`config.mk`:
```
export PLATFORM = sky130hd
export DESIGN_NAME = acc_refresh_sched
export DESIGN_NICKNAME = d
export VERILOG_FILES = /design/src/rtl/acc_refresh_pkg.sv /design/src/rtl/win_timer.sv /design/src/rtl/touch_map.sv /design/src/rtl/refresh_walker.sv /design/src/rtl/acc_refresh_sched.sv
export SDC_FILE = /design/constraint.sdc
export NUM_CORES = 2
export LEC_CHECK = 0
export BUFFER_PORTS_ARGS = -buffer_cell sky130_fd_sc_hd__buf_2
export CAP_MARGIN = 20
export CORE_ASPECT_RATIO = 1.2
export CORE_MARGIN = 1.5
export CORE_UTILIZATION = 40
export CTS_CLUSTER_SIZE = 10
export DETAILED_ROUTE_END_ITERATION = 10
export GPL_ROUTABILITY_DRIVEN = 0
export SYNTH_ARGS = -nofsm -noshare
export SYNTH_HDL_FRONTEND = slang
export SYNTH_SLANG_ARGS = --single-unit
```
`constraint.sdc`:
```
create_clock -name clk_i -period 8.4 [get_ports clk_i]
set_input_delay 0.84 -clock clk_i [delete_from_list [all_inputs] [get_ports clk_i]]
set_output_delay 0.84 -clock clk_i [all_outputs]
set_load 0.005 [all_outputs]
```
`src/rtl/acc_refresh_pkg.sv`:
```
package acc_refresh_pkg;
  // width able to hold the value n
  function automatic int unsigned cnt_w(input int unsigned n);
    return (n < 2) ? 1 : $clog2(n + 1);
  endfunction
endpackage

```
`src/rtl/win_timer.sv`:
```
module win_timer #(
  parameter int unsigned TICKS = 1000
) (
  input  logic clk_i,
  input  logic rst_ni,
  input  logic tick_i,
  output logic end_o
);
  localparam int unsigned CW = acc_refresh_pkg::cnt_w(TICKS);
  localparam logic [CW-1:0] LAST = CW'(TICKS - 1);

  logic [CW-1:0] cnt_q;

  assign end_o = tick_i && (cnt_q == LAST);

  always_ff @(posedge clk_i or negedge rst_ni) begin
    if (!rst_ni)     cnt_q <= '0;
    else if (end_o)  cnt_q <= '0;
    else if (tick_i) cnt_q <= cnt_q + 1'b1;
  end
endmodule

```
`src/rtl/touch_map.sv`:
```
module touch_map #(
  parameter int unsigned N  = 256,
  parameter int unsigned BW = 2,
  parameter int unsigned RW = 6
) (
  input  logic                                 clk_i,
  input  logic                                 rst_ni,
  input  logic                                 act_valid_i,
  input  logic [BW-1:0]                        act_bank_i,
  input  logic [RW-1:0]                        act_row_i,
  input  logic                                 win_end_i,
  output logic [N-1:0]                         act_mask_o,
  output logic [N-1:0]                         closed_o,
  output logic [acc_refresh_pkg::cnt_w(N)-1:0] miss_cnt_o
);
  localparam int unsigned CW = acc_refresh_pkg::cnt_w(N);

  logic [N-1:0]      touched_q;
  logic [RW+BW-1:0]  act_idx;
  logic [CW-1:0]     miss_sum;

  assign act_idx = {act_row_i, act_bank_i};

  for (genvar i = 0; i < N; i++) begin : g_dec
    assign act_mask_o[i] = act_valid_i && (act_idx == (RW+BW)'(i));
  end

  // rows covered in the closing window, boundary-cycle activate included
  assign closed_o = touched_q | act_mask_o;

  always_comb begin
    miss_sum = '0;
    for (int i = 0; i < N; i++) miss_sum = miss_sum + CW'(!closed_o[i]);
  end

  always_ff @(posedge clk_i or negedge rst_ni) begin
    if (!rst_ni) begin
      touched_q  <= '0;
      miss_cnt_o <= '0;
    end else if (win_end_i) begin
      touched_q  <= '0;
      miss_cnt_o <= miss_sum;
    end else begin
      touched_q  <= closed_o;
    end
  end
endmodule

```
`src/rtl/refresh_walker.sv`:
```
module refresh_walker #(
  parameter int unsigned N  = 256,
  parameter int unsigned BW = 2,
  parameter int unsigned RW = 6
) (
  input  logic          clk_i,
  input  logic          rst_ni,
  input  logic          win_end_i,
  input  logic [N-1:0]  closed_i,
  input  logic [N-1:0]  act_mask_i,
  input  logic          ack_i,
  output logic          req_o,
  output logic [BW-1:0] bank_o,
  output logic [RW-1:0] row_o
);
  localparam int unsigned IW = RW + BW;

  logic [N-1:0]  pend_q, pend_d;
  logic [IW-1:0] cur_q, pick;
  logic          any, drop;

  assign drop = req_o && (ack_i || act_mask_i[cur_q]);

  always_comb begin
    pend_d = win_end_i ? ~closed_i : (pend_q & ~act_mask_i);
    if (req_o && ack_i) pend_d[cur_q] = 1'b0;
  end

  // lowest set index wins
  always_comb begin
    pick = '0;
    any  = 1'b0;
    for (int i = N - 1; i >= 0; i--) begin
      if (pend_d[i]) begin
        pick = IW'(i);
        any  = 1'b1;
      end
    end
  end

  always_ff @(posedge clk_i or negedge rst_ni) begin
    if (!rst_ni) begin
      pend_q <= '0;
      cur_q  <= '0;
      req_o  <= 1'b0;
    end else begin
      pend_q <= pend_d;
      if (req_o) begin
        if (drop) req_o <= 1'b0;
      end else if (any) begin
        req_o <= 1'b1;
        cur_q <= pick;
      end
    end
  end

  assign bank_o = cur_q[BW-1:0];
  assign row_o  = cur_q[IW-1:BW];
endmodule

```
`src/rtl/acc_refresh_sched.sv`:
```
module acc_refresh_sched #(
  parameter int unsigned BANKS        = 4,
  parameter int unsigned ROWS         = 64,
  parameter int unsigned WINDOW_TICKS = 1000,
  localparam int unsigned N  = BANKS * ROWS,
  localparam int unsigned BW = $clog2(BANKS),
  localparam int unsigned RW = $clog2(ROWS),
  localparam int unsigned CW = acc_refresh_pkg::cnt_w(N)
) (
  input  logic          clk_i,
  input  logic          rst_ni,
  input  logic          act_valid_i,
  input  logic [BW-1:0] act_bank_i,
  input  logic [RW-1:0] act_row_i,
  input  logic          win_tick_i,
  output logic          rf_req_o,
  output logic [BW-1:0] rf_bank_o,
  output logic [RW-1:0] rf_row_o,
  input  logic          rf_ack_i,
  output logic [CW-1:0] miss_cnt_o
);
  logic         win_end;
  logic [N-1:0] act_mask, closed;

  win_timer #(.TICKS(WINDOW_TICKS)) u_timer (
    .clk_i (clk_i),
    .rst_ni(rst_ni),
    .tick_i(win_tick_i),
    .end_o (win_end)
  );

  touch_map #(.N(N), .BW(BW), .RW(RW)) u_map (
    .clk_i      (clk_i),
    .rst_ni     (rst_ni),
    .act_valid_i(act_valid_i),
    .act_bank_i (act_bank_i),
    .act_row_i  (act_row_i),
    .win_end_i  (win_end),
    .act_mask_o (act_mask),
    .closed_o   (closed),
    .miss_cnt_o (miss_cnt_o)
  );

  refresh_walker #(.N(N), .BW(BW), .RW(RW)) u_walk (
    .clk_i     (clk_i),
    .rst_ni    (rst_ni),
    .win_end_i (win_end),
    .closed_i  (closed),
    .act_mask_i(act_mask),
    .ack_i     (rf_ack_i),
    .req_o     (rf_req_o),
    .bank_o    (rf_bank_o),
    .row_o     (rf_row_o)
  );
endmodule

```
### Yosys cells after proc, flatten, opt, wreduce, memory -nomap -nowiden

Index checks and enable logic that the tools add are counted.

* add/sub/neg operators: 256
* $lt $le $gt $ge: 2
* eq/ne operators: 256
* muxes and demuxes: 524
* bitwise operators: 7
* reduce and logical (&&, ||, !) cells: 520

Operators with widths (count)
* 9-bit by 1-bit adder with 9-bit output: 254
* 8-bit 2-to-1 mux: 256
* 8-bit == test (second input constant): 128
* 256-bit 2-to-1 mux: 3
* 256-bit inverter: 3
* 256-bit bitwise AND: 2
* 8-bit by 7-bit == test with 1-bit output (second input constant): 64
* 1-bit 2-to-1 mux: 261
* 1-bit logical AND: 260
* 8-bit by 6-bit == test with 1-bit output (second input constant): 32
* 1-bit zero test: 256
* 256-bit OR: 1
* 8-bit by 5-bit == test with 1-bit output (second input constant): 16
* 8-bit by 4-bit == test with 1-bit output (second input constant): 8
* 8-bit by 3-bit == test with 1-bit output (second input constant): 4
* 10-bit 2-to-1 mux: 2
* 8-bit by 2-bit == test with 1-bit output (second input constant): 2
* 10-bit by 1-bit adder with 10-bit output (second input constant): 1
* 10-bit == test (second input constant): 1
* 8-bit by 9-bit < comparator with 1-bit output (second input constant): 1
* 1-bit binary-select mux with 8-bit select: 1
* 1-bit demux with 8-bit select: 1
* 8-bit by 1-bit == test with 1-bit output (second input constant): 1
* 8-bit by 1-bit >= comparator with 1-bit output (second input constant): 1
* 6 further kinds: 6

* register bits: 540
* bits of input ports: 13
* output and inout port bits: 18

### Longest topological paths before layout

* depth in word-level cells: 265
* depth in mapped cells: 34

### Hierarchy

Synthesis repeated with hierarchy kept, for this count alone.

* cells, all modules: 4329
* area total of the unflattened synthesis: 40630.2 um2

Modules (own cells, without submodules)
* refresh_walker: instances 1, cells each 2313, area each 21232.9 um2
* touch_map: instances 1, cells each 1957, area each 18803.0 um2
* win_timer: instances 1, cells each 59, area each 594.3 um2

### Worst setup path before layout

Ideal clock, no wire load.

* path type: input port to flip-flop
* start point: in act_row_i[4]
* end point: reg u_map.miss_cnt_o[8] (netlist bit)
* library setup time: 0.126 ns
* arrival time: 9.994 ns
* data required time: 8.274 ns
* slack: -1.720 ns
* stages on the path: 32
* cell sequence: buf_2 nand3_1 clkbuf_1 buf_2 nor4b_2 a21oi_1 fa_1 inv_1 fa_1 inv_1 fa_1 fa_1 inv_1 fa_1 fa_1 fa_1 inv_1 fa_1 inv_1 fa_1 fa_1 fa_1 inv_1 fa_1 fa_1 a21o_1 a21o_1 a21o_1 a21oi_1 nor2b_1 o21ai_0 a21oi_1

* cells in the longest elaborated chain, start to end: 259

Ends and longest elaborated chain
* start: declaration: line acc_refresh_sched.sv:14 `input logic [RW-1:0] act_row_i,`
* 8-bit by 1-bit == test with 1-bit output or 8-bit zero test (tied branches): line touch_map.sv:25 `assign act_mask_o[i] = act_valid_i && (act_idx == (RW+BW)'(i));`
* 1-bit logical AND: line touch_map.sv:25
* 256-bit OR *: line touch_map.sv:29 `assign closed_o = touched_q | act_mask_o;`
* 1-bit zero test: line touch_map.sv:33 `for (int i = 0; i < N; i++) miss_sum = miss_sum + CW'(!closed_o[i]);`
* 1-bit by 1-bit adder with 2-bit output: line touch_map.sv:33
* 9-bit by 1-bit adder with 9-bit output (253 in series): line touch_map.sv:33
* 9-bit by 1-bit adder with 9-bit output *: line touch_map.sv:33
* end signal: assignment: line touch_map.sv:42 `miss_cnt_o <= miss_sum;`
* end: declaration: line touch_map.sv:14 `output logic [acc_refresh_pkg::cnt_w(N)-1:0] miss_cnt_o`

Every way passes the cells marked *; elsewhere a longest branch is shown, timed or not.
A chain may end at the register's enable or synchronous reset.

### Final worst setup path

* start point: in act_row_i[1]
* end point: reg u_map.miss_cnt_o[6] (netlist bit)

Same word-level chain as after synthesis.

==> results.md <==
Setup path:
- The required arrival time at the worst endpoint is ~8.9 ns.
- The worst register-to-register path begins at u_map.touched_q[247]$_DFF_PN0_.
- The highest-delay cell along the critical path is sky130_fd_sc_hd__fa_2.
- The worst setup path is of the in -> reg kind.
- The family of cells with the greatest summed delay on the critical path is adder cells.
- Data on the critical path arrives at its endpoint at between 9 and 10 ns.
- Of all nets on the critical path, the largest fanout is 7.
- The cell repeated most along the worst path is sky130_fd_sc_hd__fa_1.
- The combined buffer and inverter count along the critical path is 8.
- The sort of element at the start of the critical path is a primary input.
- STA classifies the critical path endpoint as a flip-flop.
- In this run the register-to-register setup slack is -0.19 ns.
- In this design, the stage delay of the slowest critical-path cell is between 0.6 and 0.7 ns.
- Counting cells, the worst reg-to-reg path comes to 26.
- The capture point of the worst reg-to-reg path is u_map.miss_cnt_o[6]$_DFFE_PN0N_.

Place:
- The HPWL after detailed placement is 107,000 um.
- The number of port buffers is 30.
- The worst setup slack after placement is -1.69 ns.

Route:
- After detailed routing, the average wire length per cell comes to approximately 29 um.
- The average via count per standard cell is roughly 6.5.
- The number of violations reported at the end of detailed-routing iteration 0 is 4,522.
- Summed over all layers, the routed wires come to around 160,000 um.
- In this run the remaining antenna-violating nets after routing total 0.
- For this run, the detailed router's first-pass iteration total came to 8.
- In the routed design, unresolved DRC markers number 0.
- The routed layout has approximately 34k vias.

STA:
- The transition time of the tightest slew-check pin is about 1.3 ns.
- The worst path in the final design needs a cycle of a little over 9 ns, including I/O delays and setup.
- Setup repair after global routing could not meet its margin everywhere.
- The highest achievable clock rate is around 110 MHz.
- The number of hold-slack violations in the final timing report is 0.
- Setup slack on the critical path of the routed design comes to -0.740 ns.
- The portion of the clock cycle consumed by the worst path in the final layout is 1.09.
- The relative slew slack is 0.158.
- The maximum clock skew at final layout is 0.0328 ns.
- The final count of negative-setup-slack endpoints is 8.
- The number of pins with negative max-slew slack in the final report came to 0.

Outcome:
- The checks that failed: negative setup slack.
- The flow ran to the end, but the final reports show violations.

Clocking:
- Clock-pin slew was measured on the worst setup and hold paths at approximately 0.060 ns.
- The root buffer cell chosen for the clock tree is sky130_fd_sc_hd__clkbuf_16.
- The clock net sink count is 540.
- Buffers inserted during clock tree synthesis total just over 60.
- The clock tree from TritonCTS is yes.
- The number of buffers on the longest clock path is 3.
- The H-tree level count is 2.
- The later-pin clock latency in the skew report is around 0.67 ns.

Layout:
- The area added between synthesis and finish is 21.0%.
- The layout net count is 4,417.
- In the final layout, the share of cells above drive strength 1 is 0.248.

Synth:
- The most used flip-flop cell after synthesis is sky130_fd_sc_hd__dfrtp_1.
- The distinct cell type count after synthesis is 96.
- Sorting the synthesized cells by area gives the leading types as sky130_fd_sc_hd__dfrtp_1 (37%), sky130_fd_sc_hd__fa_1 (13%), sky130_fd_sc_hd__nor3_1 (7.0%).
- The net count after synthesis is around 4.1k.
- The synthesized instance count is roughly 3.8k.
- The combined area of all synthesized cells is between 30,000 and 40,000 sq um.
- The number of warnings printed during yosys synthesis is 0.
- Counting instances in the post-synthesis netlist gives the leading cell types as sky130_fd_sc_hd__dfrtp_1 (540), sky130_fd_sc_hd__nor3_1 (507), sky130_fd_sc_hd__nor2_1 (391), sky130_fd_sc_hd__inv_1 (274), sky130_fd_sc_hd__fa_1 (242).
- After synthesis the netlist holds a flip-flop and latch count of 540.
- The average footprint of a synthesized cell is between 9 and 10 sq um.
- The fraction of synthesized cell area taken by the top area cell type is 0.371.
- The cell with the most instances after synthesis is sky130_fd_sc_hd__dfrtp_1.
- The part of the Yosys area used for sequential elements is 0.371.
- Counting flops with a built-in enable in the synthesized netlist gives 0.
- Of all flip-flops after synthesis, the portion carrying an async set or reset was 1.00.
- The post-synthesis cell type with the largest combined area is sky130_fd_sc_hd__dfrtp_1.

Die:
- The number of top-level design ports is 31.
- The number of rows in the core area is approximately 120.
- The die covers roughly 93,000 sq um.
- The die is 279 um wide.
- The initial standard-cell utilization of the core is 0.402.
- From bottom edge to top edge, the die measures approximately 330 um.
- The floorplan core area is between 90,000 and 100,000 sq um.

GRT:
- The number of global-route vias before repair is between 30k and 40k.
- The first global-routing pass estimated around 230,000 um of wire.
- For this run, the total global-route usage over all layers was measured as 0.330.
- The global route total overflow is 0.
- The number of antenna violations at the first check in global routing is 6.
- The largest net degree at the start of global routing is roughly 150.

Run:
- The number of violations of the max-capacitance limit is 0.

Min path:
- In this run the worst hold path is classified as in -> async.
-- worst register-to-register path, cell delays in order (launching register included) --
cell	delay [ns]
sky130_fd_sc_hd__dfrtp_1	0.38
sky130_fd_sc_hd__or2_2	0.32
sky130_fd_sc_hd__fa_1	0.54
sky130_fd_sc_hd__inv_1	0.06
sky130_fd_sc_hd__buf_12	0.13
sky130_fd_sc_hd__fa_1	0.54
sky130_fd_sc_hd__fa_1	0.55
sky130_fd_sc_hd__fa_2	0.49
sky130_fd_sc_hd__fa_1	0.55
sky130_fd_sc_hd__inv_1	0.05
sky130_fd_sc_hd__fa_1	0.49
sky130_fd_sc_hd__fa_1	0.50
sky130_fd_sc_hd__inv_1	0.06
sky130_fd_sc_hd__fa_1	0.50
sky130_fd_sc_hd__inv_1	0.06
sky130_fd_sc_hd__fa_2	0.63
sky130_fd_sc_hd__fa_1	0.45
sky130_fd_sc_hd__fa_1	0.50
sky130_fd_sc_hd__inv_1	0.05
sky130_fd_sc_hd__fa_2	0.35
sky130_fd_sc_hd__fa_2	0.35
sky130_fd_sc_hd__a21o_1	0.16
sky130_fd_sc_hd__a21o_1	0.17
sky130_fd_sc_hd__a21o_1	0.16
sky130_fd_sc_hd__a21oi_2	0.15
sky130_fd_sc_hd__xor2_1	0.17
sky130_fd_sc_hd__o21ai_1	0.07
-- routing by layer --
layer  GRT usage  routed length [um]  vias to the layer above
li1            -                   -                    14400
met1       0.414               57900                    17200
met2       0.511               69100                     2132
met3      0.0665               15100                      584
met4       0.230               13500                        6
met5           0                  34                        -
-- registers in the layout, summed over array words and instances, names as in the netlist --
| name | count |
|---|---|
| u_map.touched_q | 256 |
| u_walk.pend_q | 256 |
| u_timer.cnt_q | 10 |
| u_map.miss_cnt_o | 9 |
| u_walk.cur_q | 8 |
| u_walk.req_o | 1 |
-- through the flow --
| stage | TNS (ns) | util | area (sq um) | cells | hold slack [ns] |
|---|---|---|---|---|---|
| floorplan | -3.46 | - | 37000 | 3771 | 0.450 |
| global placement | -11.11 | 0.455 | 41200 | 5162 | 0.459 |
| detailed placement | -11.50 | 0.455 | 41200 | 5163 | 0.463 |
| CTS | -3.18 | 0.481 | 43600 | 5280 | 0.0836 |
| global route | -5.25 | 0.487 | 44100 | 5304 | 0.0999 |
| finish | -3.67 | 0.487 | 44100 | 5306 | 0.0757 |
-- how the worst max path moves through the flow --
stage / from / to / slack (ns) / cells past startpoint
global route: act_row_i[1] / u_map.miss_cnt_o[6]$_DFFE_PN0N_ / -0.98 / 30
detailed placement: act_row_i[3] / u_map.miss_cnt_o[6]$_DFFE_PN0N_ / -1.69 / 28
finish: act_row_i[1] / u_map.miss_cnt_o[6]$_DFFE_PN0N_ / -0.74 / 30
global placement: act_row_i[3] / u_map.miss_cnt_o[8]$_DFFE_PN0N_ / -1.62 / 29
floorplan: act_row_i[2] / u_map.miss_cnt_o[8]$_DFFE_PN0N_ / -0.78 / 31
CTS: act_row_i[4] / u_map.miss_cnt_o[6]$_DFFE_PN0N_ / -0.69 / 29
-- placed cells by master (no fill, tap or decap), types with 20 or more instances in the layout --
master and instances:
sky130_fd_sc_hd__a2111oi_2 28, sky130_fd_sc_hd__dfrtp_1 539, sky130_fd_sc_hd__nor2b_1 25, sky130_fd_sc_hd__inv_1 263, sky130_fd_sc_hd__nor3_1 441, sky130_fd_sc_hd__nor3_4 21
sky130_fd_sc_hd__nand2b_1 20, sky130_fd_sc_hd__a2111oi_1 82, sky130_fd_sc_hd__buf_2 23, sky130_fd_sc_hd__a21o_1 24, sky130_fd_sc_hd__ha_1 41, sky130_fd_sc_hd__buf_12 43
sky130_fd_sc_hd__buf_4 525, sky130_fd_sc_hd__or2_2 116, sky130_fd_sc_hd__a41oi_1 231, sky130_fd_sc_hd__a21oi_1 73, sky130_fd_sc_hd__nor3_2 46, sky130_fd_sc_hd__nor2_1 374
sky130_fd_sc_hd__and2_1 132, sky130_fd_sc_hd__o21ai_0 38, sky130_fd_sc_hd__o211ai_1 27, sky130_fd_sc_hd__a2111oi_0 110, sky130_fd_sc_hd__nand2_1 95, sky130_fd_sc_hd__clkbuf_16 64
sky130_fd_sc_hd__nand4_1 24, sky130_fd_sc_hd__nor4_1 49, sky130_fd_sc_hd__nand3_1 35, sky130_fd_sc_hd__fa_1 229
-- final cells by class --
class | instances | area [sq um]
repair buffers | 626 | 5450
inverters | 279 | 1050
fillers | 8416 | 46400
well taps | 1168 | 1460
diodes | 2 | 5.00
multi-input cells | 2613 | 21000
flip-flops and latches | 540 | 13500
clock inverters | 2 | 17.5
clock buffers | 76 | 1630
-- logic make-up (layout without fill, tap and decap cells) --
kind of cell               count (synthesis)  count (layout)  synth area share
xor gates and xnor gates                  16              16           0.00385
and+or+nand+nor                         1520            1521             0.218
other                                      0               2                 0
muxes                                      4               4           0.00110
DFF                                      540             540             0.371
buffers and inverters                    619             983            0.0754
adders and majority gates                283             283             0.147
AOI/OAI and AO/OA                        789             789             0.184
-- repair_timing --
item,in CTS,in global routing
buffers inserted,35,14
gates resized for setup,76,73
setup endpoints to repair,8,8
hold buffers,0,0
pin swaps,31,34
gates cloned,4,4
Power is not shown: default switching activity piles up to over one toggle a cycle in this logic, so the estimate is an artifact.
